[src/rtl/rsv_pkg.sv]
package rsv_pkg;

    typedef enum logic {
        KICK_FROM_PIN   = 1'b0,
        KICK_FROM_TIMER = 1'b1
    } kick_src_e;

    // bits needed to hold the value max_val
    function automatic int unsigned cnt_bits(input int unsigned max_val);
        return (max_val < 2) ? 1 : $clog2(max_val + 1);
    endfunction

endpackage

[src/rtl/kick_edge_det.sv]
module kick_edge_det #(
    parameter int unsigned SYNC_STAGES = 2
) (
    input  logic clk,
    input  logic arst_n,
    input  logic pin,
    output logic rise
);
    localparam int unsigned MSB = SYNC_STAGES - 1;

    typedef struct packed {
        logic [MSB:0] chain;
        logic         prev;
    } edge_st_t;

    edge_st_t st_d, st_q;

    always_comb begin
        st_d       = st_q;
        st_d.chain = {st_q.chain[MSB-1:0], pin};
        st_d.prev  = st_q.chain[MSB];
    end

    always_ff @(posedge clk or negedge arst_n) begin
        if (!arst_n) st_q <= '0;
        else         st_q <= st_d;
    end

    assign rise = st_q.chain[MSB] & ~st_q.prev;

    generate
        if (SYNC_STAGES == 2) begin : g_chk
            // an edge reported now was sampled high two edges ago, low three ago
            p_sync_delay_r7: assert property (@(posedge clk) disable iff (!arst_n)
                rise |-> ($past(pin, 2) && !$past(pin, 3)));
        end
    endgenerate

endmodule

[src/rtl/int_kick_gen.sv]
module int_kick_gen #(
    parameter int unsigned PERIOD = 256
) (
    input  logic clk,
    input  logic arst_n,
    output logic pulse
);
    localparam int unsigned CW = rsv_pkg::cnt_bits(PERIOD - 1);
    localparam logic [CW-1:0] LAST = CW'(PERIOD - 1);

    typedef struct packed {
        logic [CW-1:0] phase;
    } gen_st_t;

    gen_st_t st_d, st_q;

    always_comb begin
        st_d = st_q;
        if (st_q.phase == LAST) st_d.phase = '0;
        else                    st_d.phase = st_q.phase + CW'(1);
    end

    always_ff @(posedge clk or negedge arst_n) begin
        if (!arst_n) st_q <= '0;
        else         st_q <= st_d;
    end

    assign pulse = (st_q.phase == LAST);

    generate
        if (PERIOD > 1) begin : g_chk
            // internal kick is a single-cycle strobe
            p_single_strobe_r5: assert property (@(posedge clk) disable iff (!arst_n)
                pulse |=> !pulse);
        end
    endgenerate

endmodule

[src/rtl/wdt_timer.sv]
module wdt_timer #(
    parameter int unsigned TIMEOUT_CYC = 24422
) (
    input  logic clk,
    input  logic arst_n,
    input  logic clear,
    input  logic kick,
    output logic fire
);
    localparam int unsigned CW = rsv_pkg::cnt_bits(TIMEOUT_CYC - 1);
    localparam logic [CW-1:0] LIMIT = CW'(TIMEOUT_CYC - 1);

    typedef struct packed {
        logic [CW-1:0] elapsed;
    } wdt_st_t;

    wdt_st_t st_d, st_q;

    always_comb begin
        st_d = st_q;
        fire = 1'b0;
        if (clear || kick) begin
            st_d.elapsed = '0;
        end else if (st_q.elapsed == LIMIT) begin
            fire         = 1'b1;
            st_d.elapsed = '0;
        end else begin
            st_d.elapsed = st_q.elapsed + CW'(1);
        end
    end

    always_ff @(posedge clk or negedge arst_n) begin
        if (!arst_n) st_q <= '0;
        else         st_q <= st_d;
    end

    // the elapsed count never passes the limit
    p_no_overflow_r3: assert property (@(posedge clk) disable iff (!arst_n)
        st_q.elapsed <= LIMIT);
    // when reset ends the count starts from zero
    p_restart_zero_r8: assert property (@(posedge clk) disable iff (!arst_n)
        $fell(clear) |-> (st_q.elapsed == '0));

endmodule

[src/rtl/hold_timer.sv]
module hold_timer #(
    parameter int unsigned HOLD_CYC     = 16128,
    parameter bit          START_LOADED = 1'b0
) (
    input  logic clk,
    input  logic arst_n,
    input  logic load,
    output logic idle_next,
    output logic busy
);
    localparam int unsigned CW = rsv_pkg::cnt_bits(HOLD_CYC);
    localparam logic [CW-1:0] HOLD_V = CW'(HOLD_CYC);

    typedef struct packed {
        logic [CW-1:0] remain;
    } hold_st_t;

    hold_st_t st_d, st_q;

    always_comb begin
        st_d = st_q;
        if (load)                   st_d.remain = HOLD_V;
        else if (st_q.remain != '0) st_d.remain = st_q.remain - CW'(1);
    end

    always_ff @(posedge clk or negedge arst_n) begin
        if (!arst_n) st_q.remain <= START_LOADED ? HOLD_V : '0;
        else         st_q        <= st_d;
    end

    assign idle_next = (st_d.remain == '0);
    assign busy      = (st_q.remain != '0);

    // an unloaded busy timer strictly counts down
    p_counts_down_r2: assert property (@(posedge clk) disable iff (!arst_n)
        (busy && !load) |=> (st_q.remain < $past(st_q.remain)));

endmodule

[src/rtl/reset_supervisor.sv]
module reset_supervisor #(
    parameter int unsigned POR_HOLD_CYC    = 16128,
    parameter int unsigned WDT_TIMEOUT_CYC = 24422,
    parameter int unsigned WDT_PULSE_CYC   = 64512,
    parameter int unsigned INT_KICK_PERIOD = 256
) (
    input  logic clk,
    input  logic arst_n,
    input  logic supply_ok,
    input  logic kick_pin,
    input  logic kick_src_sel,
    output logic reset_n
);
    import rsv_pkg::*;

    typedef struct packed {
        logic released;
    } out_st_t;

    out_st_t out_d, out_q;

    logic ext_rise, tmr_pulse, kick_evt, wd_fire;
    logic por_idle_next, por_busy, wd_idle_next, wd_busy;

    kick_edge_det #(.SYNC_STAGES(2)) u_edge (
        .clk(clk), .arst_n(arst_n), .pin(kick_pin), .rise(ext_rise)
    );

    int_kick_gen #(.PERIOD(INT_KICK_PERIOD)) u_gen (
        .clk(clk), .arst_n(arst_n), .pulse(tmr_pulse)
    );

    assign kick_evt = (kick_src_e'(kick_src_sel) == KICK_FROM_TIMER) ? tmr_pulse : ext_rise;

    wdt_timer #(.TIMEOUT_CYC(WDT_TIMEOUT_CYC)) u_wdt (
        .clk(clk), .arst_n(arst_n), .clear(!out_q.released),
        .kick(kick_evt), .fire(wd_fire)
    );

    hold_timer #(.HOLD_CYC(POR_HOLD_CYC), .START_LOADED(1'b1)) u_por_hold (
        .clk(clk), .arst_n(arst_n), .load(!supply_ok),
        .idle_next(por_idle_next), .busy(por_busy)
    );

    hold_timer #(.HOLD_CYC(WDT_PULSE_CYC), .START_LOADED(1'b0)) u_wd_hold (
        .clk(clk), .arst_n(arst_n), .load(wd_fire),
        .idle_next(wd_idle_next), .busy(wd_busy)
    );

    always_comb begin
        out_d          = out_q;
        out_d.released = supply_ok && por_idle_next && wd_idle_next;
    end

    always_ff @(posedge clk or negedge arst_n) begin
        if (!arst_n) out_q <= '0;
        else         out_q <= out_d;
    end

    assign reset_n = out_q.released;

    // bad supply asserts reset after the sampling edge
    p_invalid_low_r1: assert property (@(posedge clk) disable iff (!arst_n)
        !supply_ok |=> !reset_n);
    // watchdog expiry pulls reset low
    p_fire_low_r4: assert property (@(posedge clk) disable iff (!arst_n)
        wd_fire |=> !reset_n);
    // release only when both hold timers are empty
    p_release_idle_r9: assert property (@(posedge clk) disable iff (!arst_n)
        $rose(reset_n) |-> (!por_busy && !wd_busy));

endmodule

[config.mk]
export PLATFORM = sky130hd
export DESIGN_NAME = reset_supervisor
export DESIGN_NICKNAME = d
export VERILOG_FILES = /design/src/rtl/rsv_pkg.sv /design/src/rtl/kick_edge_det.sv /design/src/rtl/int_kick_gen.sv /design/src/rtl/wdt_timer.sv /design/src/rtl/hold_timer.sv /design/src/rtl/reset_supervisor.sv
export SDC_FILE = /design/constraint.sdc
export NUM_CORES = 1
export LEC_CHECK = 0
export BUFFER_PORTS_ARGS = -buffer_cell sky130_fd_sc_hd__buf_2
export CAP_MARGIN = 0
export CORE_MARGIN = 2
export CORE_UTILIZATION = 62
export CTS_CLUSTER_SIZE = 14
export DETAILED_ROUTE_END_ITERATION = 16
export HOLD_SLACK_MARGIN = 0.1
export PLACE_DENSITY_LB_ADDON = 0.3
export SLEW_MARGIN = 20
export SYNTH_ARGS = -nofsm -noshare
export SYNTH_HDL_FRONTEND = slang
export SYNTH_SLANG_ARGS = --single-unit
[constraint.sdc]
create_clock -name clk -period 2.85 [get_ports clk]
set_clock_uncertainty 0.05 [all_clocks]
set_input_delay 0.7125 -clock clk [delete_from_list [all_inputs] [get_ports clk]]
set_output_delay 0.7125 -clock clk [all_outputs]
set_load 0.005 [all_outputs]
==> results.cfg <==
[yosys]
synth.distinct_cells = 62
synth.top_cell.area_share = 0.408
syn_area_mm2 = 0.00313
syn_inst = 313
ys_ff_latch = 57
syn_area_per_cell_um2 = 9.99
ys_warn_count = 0
synth_edf_count = 0
yosysSeqAreaShare = 0.459
async_flop_share = 1.00
synth_top_cell_by_area = dfrtp_1
synth.top_cells.by_area = dfrtp_1 41%, nor2_1 5.4%, dfstp_2 5.0%, xor2_1 3.9%, xnor2_1 3.6%
syn-num-nets = 324
synthFlopType = dfrtp_1

[floorplan]
start_util = 0.653
die-area_mm2 = 0.00563
die_width_um = 75.0
die_y_um = 75.0
num_io_pins = 6
core_region_area_mm2 = 0.00479
row_count = 25

[critical_path]
critPathMaxFanout = 6
start_kind = register
required_ns = 3.05
path_delay_family = simple AND/OR/NAND/NOR gates
reg2regPathDepth = 8
worstSetupStartpoint = u_por_hold.st_q[0]
cp_num_buf_inv = 1
critPathMaxStageDelay_ns = 0.60
r2r_start = u_por_hold.st_q[0]
crit_type = register to register
critPathCaptureType = register
cp_slowest_cell = or4b_1
path_cells = inv_1 > ha_1 > or4b_1 > nor4_4 > a21o_1 > nand3_2 > or4_4 > nor4_2
crit_cells = 8
reg2reg_slack_ns = 0.19
endpoint = reset_n
worstPathArrival_ns = 2.86
r2r_end = reset_n

[pwr]
p_int_mw = 1.51
leakagePower_nw = 1.35
finalPower_mw = 1.98
comb_power_share = 0.078
swShare = 0.239
powerDensity_mw_per_mm2 = 567
ir_worst_vdd_v = 0.000336
p_sw_mw = 0.473
seq_power_share = 0.445
p_clk_frac = 0.478

[route]
wl_um = 6290
routed_via_density = 6.07
drc = 0
drt-initial-drc-count = 165
ant_nets = 0
wl_per_cell_um = 15.8
num_vias = 2415
dr.pass1.iters = 5

[global_routing]
antenna_found_initial = 0
overflow = 0
grt_pass1_vias = 2308
track_usage = 0.254
grt_pass1_wl_um = 10700
grt_max_degree = 23

[timing]
tightestPinTransition_ns = 0.555
fmax_mhz = 376
finalHoldViolCount = 0
relSlewSlack = 0.630
finalCritPeriodShare = 0.934
setup_viol = 0
finalHoldWorstSlack_ns = 0.278
rsz0062_at_grt = no
final_max_slew_viol_count = 0
setup_tns_ns = 0
period_needed_ns = 2.66

[finish]
diodes = 0
syn2layout_area_growth_pct = 11.8
fillers = 331
register_area_mm2 = 0.00143
drive_above_1_share = 0.160
nets = 337
multi_input_area_mm2 = 0.00162

[clocking]
clk_pin_slew_worst_paths_ns = 0.07
numCtsBuffers = 9
clock-root-buffer = clkbuf_8
clk_path_buf_depth = 2
cts.htree.levels = 3
cts_tree = built
clk_latency_ns = 0.34
cts_hold_buffers = 0
cts_sinks = 57

[placed_design]
portBuffers = 5
gp_congestion = 0.869
hpwl_um = 4360

[run]
cap_violations = 0

[hold_path]
hp-class = input pin to async pin

[status]
outcome = finished clean
## cell families (layout without fill, tap and decap cells)
logic type               after synthesis  count (layout)  synth area share
AND/OR/NAND/NOR                      162             162             0.309
multiplexers                           4               4            0.0132
buffers and inverters                 18              36            0.0264
adder cells (fa/ha/maj)                6               6            0.0240
XOR/XNOR                              27              27            0.0756
flip-flops                            57              57             0.459
AO/OA/AOI/OAI                         39              39            0.0928
## how the worst min path moves through the flow
stage / slack, ns / start / to
after floorplan: 0.28 / u_edge.st_d[2] / u_edge.st_d[0]
after global placement: 0.28 / u_edge.st_d[2] / u_edge.st_d[0]
after detailed placement: 0.29 / u_edge.st_d[2] / u_edge.st_d[0]
after CTS: 0.28 / arst_n / u_wd_hold.st_q[1]
after global routing: 0.32 / u_edge.st_d[2] / u_edge.st_d[0]
final: 0.28 / arst_n / u_wdt.st_q[8]
## stage by stage
| stage | cell area (um^2) | util | std cells | worst slack, ns |
|---|---|---|---|---|
| after global placement | 3240 | 0.676 | 382 | 0.275 |
| final | 3500 | 0.731 | 398 | 0.188 |
| after CTS | 3490 | 0.729 | 398 | 0.184 |
| after detailed placement | 3240 | 0.676 | 382 | 0.218 |
| after global routing | 3500 | 0.731 | 398 | 0.0327 |
| after floorplan | 3130 | - | 313 | 0.370 |
## cell type report
class	instances	area share
Timing Repair Buffer	12	0.0222
Tap cell	67	0.0240
Clock inverter	6	0.0326
Sequential cell	57	0.410
Inverter	8	0.00859
Clock buffer	10	0.0394
Multi-Input combinational cell	238	0.463
## worst register-to-register path, cell delays in order (launching register included)
cell and delay [ns]:
dfrtp_1 0.43, inv_1 0.08, ha_1 0.20, or4b_1 0.60, nor4_4 0.20, a21o_1 0.17, nand3_2 0.08, or4_4 0.53
nor4_2 0.25
## routing by layer
metal  part of all wire  vias up  GRT usage
met5                  0        -          0
met2               0.49       63      0.406
met4              0.010        0     0.0913
li1                   -     1164          -
met1               0.44     1182      0.333
met3              0.053        6     0.0723
## flip-flops by register name (all words and copies together) (netlist names)
name,count
u_edge.st_q,1
u_wd_hold.st_q,16
u_edge.st_d,2
u_gen.st_q,8
reset_n,1
u_wdt.st_q,15
u_por_hold.st_q,14
## Yosys cell counts (4+ instances only)
master and n:
dfrtp_1 51, nor2_1 45, nand2_1 24, nand3_1 15
xor2_1 14, xnor2_1 13, nor3_1 9, nor4_1 9
inv_1 8, a21oi_1 7, and3_1 6, dfstp_2 6
ha_1 6, nand4_1 6, clkbuf_1 5, nand2b_1 5
o21ai_0 5, and2_1 4, and4_1 4, nand4b_1 4
o31ai_1 4, or4_1 4
## power by group through the flow
| stage | logic, mW | clock network, mW | registers (mW) |
|---|---|---|---|
| after floorplan | 0.115 | 0 | 0.879 |
| after global placement | 0.146 | 0 | 0.892 |
| after detailed placement | 0.148 | 0 | 0.894 |
| after CTS | 0.149 | 0.959 | 0.879 |
| after global routing | 0.172 | 0.993 | 0.886 |
| final | 0.154 | 0.947 | 0.882 |
## cell usage in the layout, fill, tap and decap left out, types with 4 or more instances in the layout
| cell type | count |
|---|---|
| buf_4 | 7 |
| nor3_1 | 9 |
| nand2_1 | 24 |
| clkbuf_8 | 10 |
| nand4_1 | 6 |
| ha_1 | 6 |
| o31ai_1 | 4 |
| nor4_1 | 9 |
| dfstp_2 | 6 |
| nor2_1 | 45 |
| and2_1 | 4 |
| nand3_1 | 15 |
| inv_1 | 8 |
| dfrtp_1 | 51 |
| o21ai_0 | 5 |
| nand4b_1 | 4 |
| nand2b_1 | 5 |
| xor2_1 | 14 |
| xnor2_1 | 13 |
| a21oi_1 | 7 |
| buf_2 | 5 |
| and3_1 | 6 |
| or4_1 | 4 |
## what timing repair did
| action | 4_1_cts | 5_1_grt |
|---|---|---|
| setup endpoints to repair | 0 | 1 |
| resized for setup | 0 | 2 |
| buffers inserted | 0 | 0 |
(Power assumes the default switching activity.)
